### config.mk
export PLATFORM = sky130hd
export DESIGN_NAME = cfg_uart_tx
export DESIGN_NICKNAME = d
export VERILOG_FILES = /design/src/rtl/cfg_uart_tx_pkg.sv /design/src/rtl/cfg_uart_tx_baud.sv /design/src/rtl/cfg_uart_tx_framer.sv /design/src/rtl/cfg_uart_tx_shift.sv /design/src/rtl/cfg_uart_tx.sv
export SDC_FILE = /design/constraint.sdc
export NUM_CORES = 1
export LEC_CHECK = 0
export BUFFER_PORTS_ARGS = -buffer_cell sky130_fd_sc_hd__buf_2
export CAP_MARGIN = 25
export CORE_MARGIN = 8
export CORE_UTILIZATION = 53
export DETAILED_ROUTE_END_ITERATION = 7
export GPL_TIMING_DRIVEN = 0
export PLACE_DENSITY = 0.74
export RECOVER_POWER = 50
export SLEW_MARGIN = 10
export SYNTH_ARGS = -nofsm -noshare
export SYNTH_HDL_FRONTEND = slang
export SYNTH_SLANG_ARGS = --single-unit
export TNS_END_PERCENT = 10
### constraint.sdc
create_clock -name clk_i -period 2.35 [get_ports clk_i]
set_clock_uncertainty 0.05 [all_clocks]
set_input_delay 0.1175 -clock clk_i [delete_from_list [all_inputs] [get_ports clk_i]]
set_output_delay 0.1175 -clock clk_i [all_outputs]
set_load 0.02 [all_outputs]
### src/rtl/cfg_uart_tx_pkg.sv
package cfg_uart_tx_pkg;
  localparam int MAX_DATA_W = 9;
  localparam int OVS        = 16;
  localparam int DIV_W      = 8;
  localparam int FRAME_W    = 1 + MAX_DATA_W + 1 + 2;
  localparam int CNT_W      = $clog2(FRAME_W + 1);

  typedef enum logic [1:0] {
    LEN_7 = 2'd0,
    LEN_8 = 2'd1,
    LEN_9 = 2'd2,
    LEN_9B = 2'd3
  } char_len_e;

  typedef enum logic [1:0] {
    PAR_NONE  = 2'd0,
    PAR_EVEN  = 2'd1,
    PAR_ODD   = 2'd2,
    PAR_NONEB = 2'd3
  } parity_e;

  typedef struct packed {
    char_len_e len;
    parity_e   par;
    logic      two_stop;
    logic      msb_first;
    logic      data_inv;
  } fmt_t;
endpackage

### src/rtl/cfg_uart_tx_baud.sv
module cfg_uart_tx_baud #(
  parameter int DIV_W = 8,
  parameter int OVS   = 16
) (
  input  logic             clk_i,
  input  logic             rst_ni,
  input  logic             clear_i,
  input  logic             run_i,
  input  logic [DIV_W-1:0] div_i,
  output logic             bit_end_o
);
  localparam int OVS_W = $clog2(OVS);

  logic [DIV_W-1:0] div_cnt_q;
  logic [OVS_W-1:0] ovs_cnt_q;
  logic             div_wrap;

  assign div_wrap  = (div_cnt_q == div_i);
  assign bit_end_o = run_i && div_wrap && (ovs_cnt_q == OVS_W'(OVS - 1));

  always_ff @(posedge clk_i or negedge rst_ni) begin
    if (!rst_ni) begin
      div_cnt_q <= '0;
      ovs_cnt_q <= '0;
    end else if (clear_i || !run_i) begin
      div_cnt_q <= '0;
      ovs_cnt_q <= '0;
    end else if (div_wrap) begin
      div_cnt_q <= '0;
      ovs_cnt_q <= ovs_cnt_q + 1'b1;
    end else begin
      div_cnt_q <= div_cnt_q + 1'b1;
    end
  end
endmodule

### src/rtl/cfg_uart_tx_framer.sv
module cfg_uart_tx_framer
  import cfg_uart_tx_pkg::*;
(
  input  logic [MAX_DATA_W-1:0] data_i,
  input  fmt_t                  fmt_i,
  output logic [FRAME_W-1:0]    frame_o,
  output logic [CNT_W-1:0]      len_o
);
  localparam int IDX_W  = $clog2(MAX_DATA_W);
  localparam int FIDX_W = $clog2(FRAME_W);

  int                    n_data;
  logic                  par_en;
  logic                  par_bit;
  logic [IDX_W-1:0]      src;
  logic [MAX_DATA_W-1:0] dbits;

  always_comb begin
    case (fmt_i.len)
      LEN_7:   n_data = 7;
      LEN_8:   n_data = 8;
      default: n_data = 9;
    endcase
    par_en = (fmt_i.par == PAR_EVEN) || (fmt_i.par == PAR_ODD);

    // line-order data bits, data inversion applied, unused bits zero
    dbits = '0;
    src   = '0;
    for (int i = 0; i < MAX_DATA_W; i++) begin
      if (i < n_data) begin
        src      = fmt_i.msb_first ? IDX_W'(n_data - 1 - i) : IDX_W'(i);
        dbits[i] = data_i[src] ^ fmt_i.data_inv;
      end
    end
    par_bit = (^dbits) ^ (fmt_i.par == PAR_ODD);

    // stop bits come from the all-ones fill
    frame_o    = '1;
    frame_o[0] = 1'b0;
    for (int i = 0; i < MAX_DATA_W; i++) begin
      if (i < n_data) frame_o[FIDX_W'(i + 1)] = dbits[i];
    end
    if (par_en) frame_o[FIDX_W'(n_data + 1)] = par_bit;

    len_o = CNT_W'(1 + n_data + (par_en ? 1 : 0) + (fmt_i.two_stop ? 2 : 1));
  end
endmodule

### src/rtl/cfg_uart_tx_shift.sv
module cfg_uart_tx_shift #(
  parameter int FRAME_W = 13,
  parameter int CNT_W   = 4
) (
  input  logic               clk_i,
  input  logic               rst_ni,
  input  logic               load_i,
  input  logic [FRAME_W-1:0] frame_i,
  input  logic [CNT_W-1:0]   len_i,
  input  logic               bit_end_i,
  output logic               busy_o,
  output logic               line_o,
  output logic               last_o
);
  logic [FRAME_W-1:0] sh_q;
  logic [CNT_W-1:0]   left_q;
  logic               busy_q;

  assign busy_o = busy_q;
  assign line_o = busy_q ? sh_q[0] : 1'b1;
  assign last_o = busy_q && (left_q == CNT_W'(1));

  always_ff @(posedge clk_i or negedge rst_ni) begin
    if (!rst_ni) begin
      sh_q   <= '1;
      left_q <= '0;
      busy_q <= 1'b0;
    end else if (load_i) begin
      sh_q   <= frame_i;
      left_q <= len_i;
      busy_q <= 1'b1;
    end else if (busy_q && bit_end_i) begin
      if (last_o) begin
        busy_q <= 1'b0;
        sh_q   <= '1;
        left_q <= '0;
      end else begin
        sh_q   <= {1'b1, sh_q[FRAME_W-1:1]};
        left_q <= left_q - 1'b1;
      end
    end
  end
endmodule

### src/rtl/cfg_uart_tx.sv
module cfg_uart_tx
  import cfg_uart_tx_pkg::*;
(
  input  logic                  clk_i,
  input  logic                  rst_ni,
  input  logic                  wr_i,
  input  logic [MAX_DATA_W-1:0] wr_data_i,
  input  logic                  tx_en_i,
  input  logic [1:0]            char_len_i,
  input  logic [1:0]            parity_mode_i,
  input  logic                  two_stop_i,
  input  logic                  msb_first_i,
  input  logic                  data_inv_i,
  input  logic                  line_inv_i,
  input  logic                  irq_on_done_i,
  input  logic                  cts_en_i,
  input  logic                  cts_i,
  input  logic [DIV_W-1:0]      baud_div_i,
  output logic                  txd_o,
  output logic                  buf_empty_o,
  output logic                  irq_o
);
  fmt_t                  fmt;
  logic [MAX_DATA_W-1:0] hold_q;
  logic                  full_q;
  logic                  irq_q;
  logic [FRAME_W-1:0]    frame;
  logic [CNT_W-1:0]      frame_len;
  logic                  busy;
  logic                  last;
  logic                  line_raw;
  logic                  bit_end;
  logic                  frame_done;
  logic                  gate_open;
  logic                  load;

  assign fmt.len       = char_len_e'(char_len_i);
  assign fmt.par       = parity_e'(parity_mode_i);
  assign fmt.two_stop  = two_stop_i;
  assign fmt.msb_first = msb_first_i;
  assign fmt.data_inv  = data_inv_i;

  assign frame_done = bit_end && last;
  assign gate_open  = tx_en_i && full_q && (!cts_en_i || !cts_i);
  assign load       = gate_open && (!busy || frame_done);

  cfg_uart_tx_framer u_framer (
    .data_i  (hold_q),
    .fmt_i   (fmt),
    .frame_o (frame),
    .len_o   (frame_len)
  );

  cfg_uart_tx_baud #(
    .DIV_W (DIV_W),
    .OVS   (OVS)
  ) u_baud (
    .clk_i     (clk_i),
    .rst_ni    (rst_ni),
    .clear_i   (load),
    .run_i     (busy),
    .div_i     (baud_div_i),
    .bit_end_o (bit_end)
  );

  cfg_uart_tx_shift #(
    .FRAME_W (FRAME_W),
    .CNT_W   (CNT_W)
  ) u_shift (
    .clk_i     (clk_i),
    .rst_ni    (rst_ni),
    .load_i    (load),
    .frame_i   (frame),
    .len_i     (frame_len),
    .bit_end_i (bit_end),
    .busy_o    (busy),
    .line_o    (line_raw),
    .last_o    (last)
  );

  // a same-cycle write wins over the transfer: the new word stays buffered
  always_ff @(posedge clk_i or negedge rst_ni) begin
    if (!rst_ni) begin
      hold_q <= '0;
      full_q <= 1'b0;
    end else if (wr_i) begin
      hold_q <= wr_data_i;
      full_q <= 1'b1;
    end else if (load) begin
      full_q <= 1'b0;
    end
  end

  always_ff @(posedge clk_i or negedge rst_ni) begin
    if (!rst_ni) irq_q <= 1'b0;
    else         irq_q <= irq_on_done_i ? frame_done : load;
  end

  assign txd_o       = line_raw ^ line_inv_i;
  assign buf_empty_o = !full_q;
  assign irq_o       = irq_q;
endmodule

==> parameters.txt, run 1 <==
Parameter                              Value

Setup path
  Data required time at the worst endpoint    2.52 ns
  Data arrival time of the critical path    2.77 ns
  Kind of capture point of the worst setup path    register
  Critical setup path kind    register to register
  Worst reg2reg path depth    8
  Critical Path Slowest Stage Cell    sky130_fd_sc_hd__xnor3_2
  Worst r2r src    hold_q[1]
  Crit-path cells    mux2i_4 -> o311ai_4 -> xor2_2 -> xnor3_1 -> xnor2_1 -> xnor3_2 -> xnor2_4 -> a311oi_2
  Startpoint of the most critical setup path    hold_q[1]
  Type of element launching the critical path    register
  Highest cell delay on the worst timing path    0.51 ns
  Worst Path Max Fanout    7

Placed design
  Number of buffer cells added on primary ports    31
  Final Wtd Congestion    0.841
  Placement-stage cell area    0.00314 mm²
  Post-detail-place hpwl    4770 µm

Global route
  Initial antenna violation count    0
  Total global routing overflow    0
  Global-route wire length before repair    11200 µm
  Vias in the first global route    2424
  Maximum number of pins on one net before global-route repair    42
  GR Util All Layers    0.179

Floorplanning
  Die extent in x    89.1 µm
  Initial Utilization    0.552
  I/O pins    35
  Die footprint    0.00795 mm²
  Placeable core region    0.00514 mm²
  Standard-cell row count    26
  Die Y    89.1 µm

Drt
  Number of design rule violations left after detail routing    0
  Wire length after detailed routing    6700 µm
  Detailed-route vias per instance    5.58
  DRT iter0 DRCs    111
  Initial DRT Pass Iterations    4
  DR vias    2392
  Post-DRT Antenna Nets    0
  Post-DR wirelength/cell    15.6 µm

Power
  Clock Power Share    0.173
  Share of power burned in registers    0.416
  Worst-case vdd ir drop    592 µV
  Internal cell power    0.00171 W
  Switching share of power    0.365
  Power after layout    0.00270 W
  Combinational share of power    0.411
  Switching power    0.000984 W
  Power per cell area    753 mW/mm²
  Leakage power summed over all cells    1.56 nW

Final layout
  Layout cells sized above 1    0.331
  Final Cell Area    0.00358 mm²
  Area of combinational cells with multiple inputs    0.00182 mm²
  Count of nets after finishing    401
  Fill cell total of the finished layout    408
  Area delta synth->final    26.3%
  Antenna diode count    0
  Combined flip-flop and latch cell area    0.00105 mm²

Outcome
  Outcome    complete, but fails checks
  Violated checks    setup timing

Logic synthesis
  FFs w/ async S/R, synth    1.00
  Synthesized Nets    341
  Sequential element share of the synthesized area    0.368
  Count of flip-flops with a built-in enable after synthesis    0
  Post-synth cell types    59
  Synth Cell Area    0.00284 mm²
  Post-synthesis cell count    298
  Top area cells in the synthesized netlist    sky130_fd_sc_hd__dfrtp_1, sky130_fd_sc_hd__dfstp_2, sky130_fd_sc_hd__nor2_1
  Average size of a mapped cell    9.51 µm²
  Share of the synthesized area in the top cell type    0.247
  Number of flip-flops and latches in the synthesized netlist    41
  Dominant cell type by area after synthesis    sky130_fd_sc_hd__dfrtp_1
  Syn. warnings    0
  Post-synth top flop    sky130_fd_sc_hd__dfrtp_1

STA
  Setup repair after global routing missed its margin    true
  Worst Slack Setup Final    -0.240 ns
  Final Hold Viols    0
  Maximum achievable frequency    0.386 GHz
  Fin Setup TNS    -1.57 ns
  Final setup fails    8
  Clock period minus final worst setup slack    2.59 ns
  Final Cycle Share    1.10
  Relative slew slack    0.401
  Worst-margin pin slew    0.898 ns
  Number of slew-limit violations in the final report    0

Clock tree
  Total clock sinks    41
  Clock transition at the register clock pins on the worst setup and hold paths after CTS    0.08 ns
  Buffers from clock root to sink, at most    2
  H-tree depth reported by CTS    2
  Clock tree from TritonCTS    yes
  Worst-Skew Late Latency    0.30 ns
  Clock buffer count from CTS    5
  Clock root buffer    sky130_fd_sc_hd__clkbuf_8

Min path
  Min-delay worst type    primary input to register
  Worst hold stages    2
  Hold path startpoint    wr_i

Run
  Count of maximum capacitance violations    0
[logic make-up (layout without fill, tap and decap cells)]
logic type	after synthesis	after routing	share of synthesized area
compound gates	63	63	0.162
xor+xnor	32	32	0.117
fa+ha+maj	11	11	0.0538
buf+inv	32	93	0.0530
flops	41	41	0.368
mux	20	20	0.0741
simple gates	99	99	0.173
[cells in the final DEF, fill, tap and decap left out, types with 6 or more instances in the layout]
master / n
sky130_fd_sc_hd__buf_4: 13
sky130_fd_sc_hd__nand2_1: 16
sky130_fd_sc_hd__a21oi_1: 13
sky130_fd_sc_hd__nand3_1: 8
sky130_fd_sc_hd__dlygate4sd3_1: 11
sky130_fd_sc_hd__mux2i_1: 10
sky130_fd_sc_hd__mux2_2: 8
sky130_fd_sc_hd__xor2_1: 11
sky130_fd_sc_hd__ha_1: 7
sky130_fd_sc_hd__xnor2_1: 14
sky130_fd_sc_hd__nor2_1: 36
sky130_fd_sc_hd__dfstp_2: 13
sky130_fd_sc_hd__inv_1: 14
sky130_fd_sc_hd__buf_2: 32
sky130_fd_sc_hd__o21ai_0: 6
sky130_fd_sc_hd__dfrtp_1: 23
[cell type report]
type,instances,share of cell area
multi-input combinational,225,0.508
tap,70,0.0244
clock inverter,3,0.00489
sequential,41,0.293
clock buffer,5,0.0192
inverter,18,0.0244
timing repair buffer,55,0.104
buffer,12,0.0224
[power groups by stage]
stage	clock network (W)	logic (W)	registers, W
final	0.000467	0.00111	0.00112
after global routing	0.000501	0.00121	0.00114
after CTS	0.000480	0.00103	0.00112
after detailed placement	0	0.000977	0.00112
after global placement	0	0.000946	0.00112
after floorplan	0	0.000794	0.00108
[flip-flops by register name, indices dropped and copies added (netlist names)]
name	count
irq_o	1
u_baud.div_cnt_q	8
u_baud.ovs_cnt_q	4
u_shift.busy_o	1
u_shift.sh_q	13
u_shift.left_q	4
hold_q	9
full_q	1
[per-layer routing]
| layer | GRT usage | wire length, µm | vias to the layer above |
|---|---|---|---|
| li1 | - | - | 1168 |
| met1 | 0.206 | 2890 | 1160 |
| met2 | 0.319 | 3460 | 55 |
| met3 | 0.0460 | 267 | 9 |
| met4 | 0.0468 | 83 | 0 |
| met5 | 0 | 0 | - |
[Yosys cell counts (all sizes together), types with 6 or more instances]
cell type	instances
xnor2	17
nand2	16
dfrtp	28
nor2	38
dfstp	13
buf	8
o21ai	11
xor2	12
mux2i	12
inv	17
mux2	8
clkbuf	6
a21oi	16
ha	9
nand3	8
nand2b	6
[worst paths after layout]
kind	end	slack, ns
worst max-delay path	u_shift.sh_q[4]	-0.24
worst min-delay path	hold_q[8]	0.03
worst max register to register	u_shift.sh_q[4]	-0.24
worst min register to register	u_shift.sh_q[11]	0.47
max in group asynchronous	hold_q[1]	1.20
min in group asynchronous	u_baud.ovs_cnt_q[2]	0.42
[metrics by stage]
stage                      util  setup WS [ns]  std cells  hold slack, ns
after floorplan               -         -0.504        298          -0.228
after global placement    0.611         -0.839        399           0.237
after detailed placement  0.611         -0.835        399           0.244
after CTS                 0.675         -0.365        424          0.0156
after global routing      0.697         -0.329        429          0.0348
final                     0.697         -0.240        429          0.0259
[critical path: cells and delay by family, from the launching register on]
kind | cells | cell delay, ns
AOI/OAI and AO/OA | 2 | 0.56
xor gates and xnor gates | 5 | 1.36
DFF | 1 | 0.44
muxes | 1 | 0.09
[repair_timing]
action                     CTS  global route
cloned                       0             0
buffers inserted             7             6
hold endpoints to repair    38             0
pin swaps                   11            10
hold buffers                11             0
resized for setup           22            27
setup endpoints to repair   13            13
No activity file was read; power rests on OpenSTA's default activity.
==> run 2, diff against run 1 <==
--- a/config.mk
+++ b/config.mk
@@ -6,13 +6,13 @@
 export NUM_CORES = 1
 export LEC_CHECK = 0
 export BUFFER_PORTS_ARGS = -buffer_cell sky130_fd_sc_hd__buf_2
-export CAP_MARGIN = 25
 export CORE_MARGIN = 8
 export CORE_UTILIZATION = 53
 export DETAILED_ROUTE_END_ITERATION = 7
 export GPL_TIMING_DRIVEN = 0
 export PLACE_DENSITY = 0.74
 export RECOVER_POWER = 50
+export SKIP_CTS_REPAIR_TIMING = 1
 export SLEW_MARGIN = 10
 export SYNTH_ARGS = -nofsm -noshare
 export SYNTH_HDL_FRONTEND = slang
==> run 2 against run 1 <==
The flow finishes with violations (hold timing, setup timing). Final cell count decreased by 0.93%. Maximum frequency fell by 7.1%. Flip-flop and latch count is the same. Combinational power shrank 6%. Non-clock buffer count fell by 4. Power is 2.8% lower. Via count fell by 1.8%. Critical path depth increased by 4. Clock-buffer cell count is the same. Worst setup slack got worse by 0.20 ns. Clock power barely moved. Register-to-register slack worse by 0.12 ns. Critical path type is now primary input to register. Critical endpoint is now u_shift.sh_q[3]. Highest routed layer unchanged.
==> parameters.txt, run 2 (synthesis gave the netlist of run 1 again) <==
Parameter                              Value

Final layout
  Fill cell total of the finished layout    439 (was 408)
  Top library cells by usage in the layout, fill and taps aside    sky130_fd_sc_hd__nor2_1, sky130_fd_sc_hd__dfrtp_1, sky130_fd_sc_hd__buf_2 (was sky130_fd_sc_hd__nor2_1, sky130_fd_sc_hd__buf_2, sky130_fd_sc_hd__dfrtp_1)
  Leading cell type in the layout, fill and taps excluded    sky130_fd_sc_hd__nor2_1 (unchanged)
  Layout cells sized above 1    0.285 (was 0.331)
  Count of nets after finishing    397 (was 401)
  Max FFs per register    13 (unchanged)
  Largest register by flop count    u_shift.sh_q (unchanged)
  Area delta synth->final    22.9% (was 26.3%)
  Antenna diode count    0 (unchanged)
  Final non-filler cell total    425 (was 429)
  Biggest regs    u_shift.sh_q: 13 flops, hold_q: 9 flops, u_baud.div_cnt_q: 8 flops (unchanged)
  Core Util, Final    0.678 (was 0.697)

Global route
  Total global routing overflow    0 (unchanged)
  Initial antenna violation count    0 (unchanged)
  Met3 usage in global routing    0.0469 (was 0.0460)
  M1 GR Usage    0.202 (was 0.206)
  GR Util All Layers    0.174 (was 0.179)
  Maximum number of pins on one net before global-route repair    42 (unchanged)
  Met2 track utilization from global routing    0.303 (was 0.319)
  Vias in the first global route    2364 (was 2424)
  Global-route wire length before repair    10900 µm (was 11200 µm)
  Busiest metal layer after global routing    met2 (unchanged)

Setup path
  Worst Path Max Fanout    8 (was 7)
  Critical setup path kind    primary input to register (was register to register)
  Critical Path Slowest Stage Cell    sky130_fd_sc_hd__xnor3_2 (unchanged)
  Crit-path cells    buf_12 -> nand2b_4 -> buf_12 -> ha_4 -> buf_8 -> mux2i_4 -> a221oi_4 -> xnor3_1 -> xnor2_2 -> xnor3_2 -> nor4_1 -> nor3_2 (was mux2i_4 -> o311ai_4 -> xor2_2 -> xnor3_1 -> xnor2_1 -> xnor3_2 -> xnor2_4 -> a311oi_2)
  Most prevalent standard cell on the critical path    sky130_fd_sc_hd__buf_12
  Data required time at the worst endpoint    2.53 ns (was 2.52 ns)
  Type of element launching the critical path    primary input (was register)
  Data arrival time of the critical path    2.97 ns (was 2.77 ns)
  Register-to-Register Setup Slack    -0.36 ns (was -0.24 ns)
  Kind of capture point of the worst setup path    register (unchanged)
  Highest cell delay on the worst timing path    0.52 ns (was 0.51 ns)

Outcome
  Violated checks    hold timing, setup timing (was setup timing)
  Outcome    complete, but fails checks (unchanged)

Power
  Worst-case vdd ir drop    589 µV (was 592 µV)
  Power after layout    0.00262 W (was 0.00270 W)
  Leakage power summed over all cells    1.51 nW (was 1.56 nW)
  Power per cell area    752 mW/mm² (was 753 mW/mm²)

Placed design
  Post-detail-place hpwl    4770 µm (unchanged)
  Pre-CTS WS    -0.835 ns (unchanged)
  Post-placement cell count    399 (unchanged)
  Final Wtd Congestion    0.841 (unchanged)
  Number of buffer cells added on primary ports    31 (unchanged)

STA
  Worst hold margin    -0.0318 ns (was 0.0259 ns)
  Final setup fails    10 (was 8)
  Worst-margin pin slew    0.998 ns (was 0.898 ns)
  Relative slew slack    0.335 (was 0.401)
  Clock period minus final worst setup slack    2.79 ns (was 2.59 ns)
  Final Hold Viols    5 (was 0)
  Maximum achievable frequency    0.359 GHz (was 0.386 GHz)
  Worst Slack Setup Final    -0.438 ns (was -0.240 ns)
  Number of slew-limit violations in the final report    0 (unchanged)
  Setup repair after global routing missed its margin    true (unchanged)
  Final Cycle Share    1.19 (was 1.10)

Floorplanning
  I/O pins    35 (unchanged)
  Initial Utilization    0.552 (unchanged)
  Placeable core region    0.00514 mm² (unchanged)
  Die footprint    0.00795 mm² (unchanged)
  Die extent in x    89.1 µm (unchanged)
  Die Y    89.1 µm (unchanged)
  Standard-cell row count    26 (unchanged)

Clock tree
  H-tree depth reported by CTS    2 (unchanged)
  Total clock sinks    41 (unchanged)
  Clock buffer count from CTS    5 (unchanged)
  Buffers from clock root to sink, at most    2 (unchanged)
  Clock tree from TritonCTS    yes (unchanged)
  Worst-Skew Late Latency    0.31 ns (was 0.30 ns)
  Clock root buffer    sky130_fd_sc_hd__clkbuf_8 (unchanged)
  Clock transition at the register clock pins on the worst setup and hold paths after CTS    0.08 ns (about the same)

Drt
  Wire length after detailed routing    6490 µm (was 6700 µm)
  Initial DRT Pass Iterations    4 (unchanged)
  Detailed-route vias per instance    5.53 (was 5.58)
  DR vias    2349 (was 2392)
  DRT iter0 DRCs    84 (was 111)
  Post-DRT Antenna Nets    0 (unchanged)
  Post-DR wirelength/cell    15.3 µm (was 15.6 µm)
  Number of design rule violations left after detail routing    0 (unchanged)

Min path
  Min-delay worst type    primary input to register (unchanged)

Run
  Count of maximum capacitance violations    0 (unchanged)
## run 2: path summary, 6_finish.rpt
path,from,to,cells after the start
max,char_len_i[1],u_shift.sh_q[3],12
min,wr_data_i[1],hold_q[1],3
max reg2reg,hold_q[5],u_shift.sh_q[3],8
min reg2reg,u_shift.sh_q[9],u_shift.sh_q[9],2
max in group asynchronous,rst_ni,hold_q[0],2
min in group asynchronous,rst_ni,u_baud.ovs_cnt_q[2],2
## run 2: cell type report
class,count,area [µm²],share of cell area
Clock inverter,3,17.5,0.00503
Buffer,13,96.3,0.0276
Clock buffer,5,68.8,0.0197
Tap cell,70,87.6,0.0251
Inverter,18,87.6,0.0251
Timing Repair Buffer,50,324,0.0930
Sequential cell,41,1040,0.299
Multi-Input combinational cell,225,1760,0.505
## run 2: metal layers
metal  wire length [µm]  up-vias
met5                  0        -
li1                   -     1167
met3                231       11
met1               2830     1134
met2               3340       37
met4                 90        0
## run 2: where the power goes
part	switching, W	internal [W]
Sequential	0.000176	0.000939
Combinational	0.000513	0.000528
Clock	0.000260	0.000205
Total	0.000949	0.00167
## run 2: critical path, delay by kind of cell
kind            cells  cell delay (ns)
compound gates      1             0.29
simple gates        3             0.63
xor+xnor            3             1.21
fa+ha+maj           1             0.16
mux                 1             0.19
buf+inv             3             0.39
## run 2: metrics by stage
stage	area, µm²	TNS [ns]
floorplan	2900	-3.28
global placement	3140	-6.60
detailed placement	3140	-6.89
CTS	3230	-4.29
global route	3480	-4.21
finish	3480	-2.99
==> run 3, diff against run 2 <==
--- a/config.mk
+++ b/config.mk
@@ -12,7 +12,6 @@
 export GPL_TIMING_DRIVEN = 0
 export PLACE_DENSITY = 0.74
 export RECOVER_POWER = 50
-export SKIP_CTS_REPAIR_TIMING = 1
 export SLEW_MARGIN = 10
 export SYNTH_ARGS = -nofsm -noshare
 export SYNTH_HDL_FRONTEND = slang
==> constraint.sdc (replaced) <==
create_clock -name clk_i -period 2.35 [get_ports clk_i]
set_clock_uncertainty 0.05 [all_clocks]
set_input_delay 0.235 -clock clk_i [delete_from_list [all_inputs] [get_ports clk_i]]
set_output_delay 0.235 -clock clk_i [all_outputs]
set_load 0.02 [all_outputs]
==> run 3 against run 2 <==
The flow finishes with violations (capacitance limit, slew limit, setup timing). Final area decreased by 0.65%. Clock power about the same. Maximum frequency increased by 5.5%. Power is 0.67% higher. Non-clock buffer count down 5. Sequential power is essentially flat. Register-to-register slack improved by 0.12 ns. Via count rose by 0.68%.
==> parameters.txt, run 3 (synthesis gave the netlist of run 1 again) <==
Parameter                              Value

Power
  Power per cell area    762 mW/mm² (was 752 mW/mm²)
  Leakage power summed over all cells    1.52 nW (was 1.51 nW)
  Worst-case vdd ir drop    591 µV (was 589 µV)

STA
  Final setup fails    8 (was 10)
  Worst Slack Setup Final    -0.293 ns (was -0.438 ns)
  Setup repair after global routing missed its margin    true (unchanged)
  Final Cycle Share    1.12 (was 1.19)
  Final Hold Viols    0 (was 5)
  Fin Setup TNS    -1.94 ns (was -2.99 ns)
  Clock period minus final worst setup slack    2.64 ns (was 2.79 ns)
  Maximum achievable frequency    0.378 GHz (was 0.359 GHz)
  Worst hold margin    0.0656 ns (was -0.0318 ns)
  Worst-margin pin slew    2.13 ns (was 0.998 ns)
  Number of slew-limit violations in the final report    42 (was 0)
  Relative slew slack    -0.418 (was 0.335)

Final layout
  Area delta synth->final    22.1% (was 22.9%)
  Biggest regs    u_shift.sh_q: 13 flops, hold_q: 9 flops, u_baud.div_cnt_q: 8 flops (unchanged)
  Largest register by flop count    u_shift.sh_q (unchanged)
  Max FFs per register    13 (unchanged)
  Count of nets after finishing    392 (was 397)
  Leading cell type in the layout, fill and taps excluded    sky130_fd_sc_hd__nor2_1 (unchanged)
  Antenna diode count    0 (unchanged)
  Top library cells by usage in the layout, fill and taps aside    sky130_fd_sc_hd__nor2_1, sky130_fd_sc_hd__buf_2, sky130_fd_sc_hd__dfrtp_1 (was sky130_fd_sc_hd__nor2_1, sky130_fd_sc_hd__dfrtp_1, sky130_fd_sc_hd__buf_2)
  Layout cells sized above 1    0.329 (was 0.285)
  Final non-filler cell total    420 (was 425)

Clock tree
  Clock transition at the register clock pins on the worst setup and hold paths after CTS    0.08 ns (about the same)
  Hold Buf Count CTS    0
  Clock tree from TritonCTS    yes (unchanged)
  Clock root buffer    sky130_fd_sc_hd__clkbuf_8 (unchanged)
  Clock buffer count from CTS    5 (unchanged)
  Buffers from clock root to sink, at most    2 (unchanged)
  H-tree depth reported by CTS    2 (unchanged)
  Total clock sinks    41 (unchanged)
  Worst-Skew Late Latency    0.30 ns (was 0.31 ns)

Run
  Count of maximum capacitance violations    1 (was 0)

Global route
  Met3 usage in global routing    0.0460 (was 0.0469)
  Maximum number of pins on one net before global-route repair    42 (unchanged)
  Global-route wire length before repair    11000 µm (was 10900 µm)
  Busiest metal layer after global routing    met2 (unchanged)
  Total global routing overflow    0 (unchanged)
  Initial antenna violation count    0 (unchanged)
  Met2 track utilization from global routing    0.313 (was 0.303)
  Vias in the first global route    2392 (was 2364)
  GR Util All Layers    0.176 (was 0.174)
  M1 GR Usage    0.205 (was 0.202)

Setup path
  Critical setup path kind    primary input to register (unchanged)
  Startpoint of the most critical setup path    char_len_i[1] (unchanged)
  Worst r2r src    hold_q[2] (was hold_q[5])
  Logic depth of the worst path, buffers included    13 (was 12)
  Kind of capture point of the worst setup path    register (unchanged)
  Type of element launching the critical path    primary input (unchanged)
  Critical Path Slowest Stage Cell    sky130_fd_sc_hd__xnor3_2 (unchanged)
  Crit-path cells    buf_12 -> nand2b_4 -> ha_4 -> buf_6 -> buf_4 -> and2_1 -> a221oi_1 -> o21ai_1 -> a21oi_1 -> o211ai_1 -> xnor3_2 -> xnor2_4 -> a311oi_2 (was buf_12 -> nand2b_4 -> buf_12 -> ha_4 -> buf_8 -> mux2i_4 -> a221oi_4 -> xnor3_1 -> xnor2_2 -> xnor3_2 -> nor4_1 -> nor3_2)
  Register-to-Register Setup Slack    -0.24 ns (was -0.36 ns)
  Data arrival time of the critical path    2.82 ns (was 2.97 ns)
  Worst reg2reg path depth    8 (unchanged)
  Timing endpoint of the critical path    u_shift.sh_q[4] (was u_shift.sh_q[3])
  Combined buffer and inverter count along the critical path    3 (unchanged)
  Data required time at the worst endpoint    2.52 ns (was 2.53 ns)
  Gate family responsible for the most delay along the worst path    compound AO/OA/AOI/OAI gates (was XOR/XNOR gates)
  Worst Path Max Fanout    7 (was 8)
  Endpoint of the lowest-slack register-to-register path    u_shift.sh_q[4] (was u_shift.sh_q[3])
  Highest cell delay on the worst timing path    0.47 ns (was 0.52 ns)

Floorplanning
  Die extent in x    89.1 µm (unchanged)
  I/O pins    35 (unchanged)
  Die Y    89.1 µm (unchanged)
  Placeable core region    0.00514 mm² (unchanged)
  Die footprint    0.00795 mm² (unchanged)
  Standard-cell row count    26 (unchanged)
  Initial Utilization    0.552 (unchanged)

Drt
  Number of design rule violations left after detail routing    0 (unchanged)
  DRT iter0 DRCs    95 (was 84)
  Detailed-route vias per instance    5.63 (was 5.53)
  Post-DR wirelength/cell    15.8 µm (was 15.3 µm)
  Initial DRT Pass Iterations    4 (unchanged)
  Post-DRT Antenna Nets    0 (unchanged)
  Wire length after detailed routing    6630 µm (was 6490 µm)
  DR vias    2365 (was 2349)

Placed design
  Post-placement cell count    399 (unchanged)
  Post-detail-place hpwl    4770 µm (unchanged)
  Final Wtd Congestion    0.841 (unchanged)
  Number of buffer cells added on primary ports    31 (unchanged)

Outcome
  Outcome    complete, but fails checks (unchanged)
  Violated checks    capacitance limit, slew limit, setup timing (was hold timing, setup timing)

Min path
  Min-delay worst type    primary input to register (unchanged)
  Hold path startpoint    irq_on_done_i (was wr_data_i[1])
  Worst hold stages    2 (was 3)
run 3: cell count changes in the layout (fill, tap and decap cells not counted), sizes merged:
cell / before / now
buf: 48 / 52
clkbuf: 14 / 11
dlygate4sd3: 6 / 0
run 3: routing by layer:
| layer | vias up | wire length (µm) |
|---|---|---|
| met4 | 0 | 82 |
| met1 | 1144 | 2820 |
| li1 | 1158 | - |
| met2 | 56 | 3450 |
| met3 | 7 | 277 |
| met5 | - | 0 |
run 3: through the flow:
stage | setup slack [ns] | utilization | instance area [µm²] | total power, W
floorplan | -0.622 | - | 2900 | 0.00187
finish | -0.293 | 0.674 | 3460 | 0.00264
global placement | -0.956 | 0.611 | 3140 | 0.00206
detailed placement | -0.953 | 0.611 | 3140 | 0.00210
CTS | -0.482 | 0.654 | 3360 | 0.00261
global route | -0.428 | 0.674 | 3460 | 0.00281
run 3: worst min-delay path by stage:
stage / to / slack, ns
after floorplan: full_q / -0.11
after detailed placement: u_baud.ovs_cnt_q[3] / 0.36
final: irq_o / 0.07
after CTS: u_shift.busy_o / 0.03
after global routing: irq_o / 0.06
after global placement: u_baud.ovs_cnt_q[3] / 0.35
run 3: worst reg2reg max path, stage by stage (launching register included):
cell and delay, ns:
sky130_fd_sc_hd__dfrtp_2 0.44, sky130_fd_sc_hd__mux2i_2 0.11, sky130_fd_sc_hd__o311ai_4 0.29, sky130_fd_sc_hd__xor2_2 0.22, sky130_fd_sc_hd__xnor3_1 0.26, sky130_fd_sc_hd__xnor2_1 0.17
sky130_fd_sc_hd__xnor3_2 0.51, sky130_fd_sc_hd__xnor2_4 0.21, sky130_fd_sc_hd__a311oi_2 0.27
run 3: area by class of cell:
type | count | area, µm²
sequential | 41 | 1050
clock inverter | 3 | 17.5
clock buffer | 5 | 68.8
multi-input combinational | 225 | 1800
buffer | 12 | 77.6
tap | 70 | 87.6
timing repair buffer | 46 | 282
fill | 426 | 1680
inverter | 18 | 87.6
run 3: report_power, final:
group	switching [W]	internal (W)	total, W
Sequential	0.000179	0.000942	0.00112
Combinational	0.000526	0.000528	0.00105
Clock	0.000259	0.000205	0.000464
Total	0.000964	0.00168	0.00264
run 3: timing repair:
action	in CTS	in global routing
hold endpoints to repair	0	0
pin swaps	12	11
gates resized for setup	24	18
endpoints found under the setup margin	13	14
setup buffers	7	8
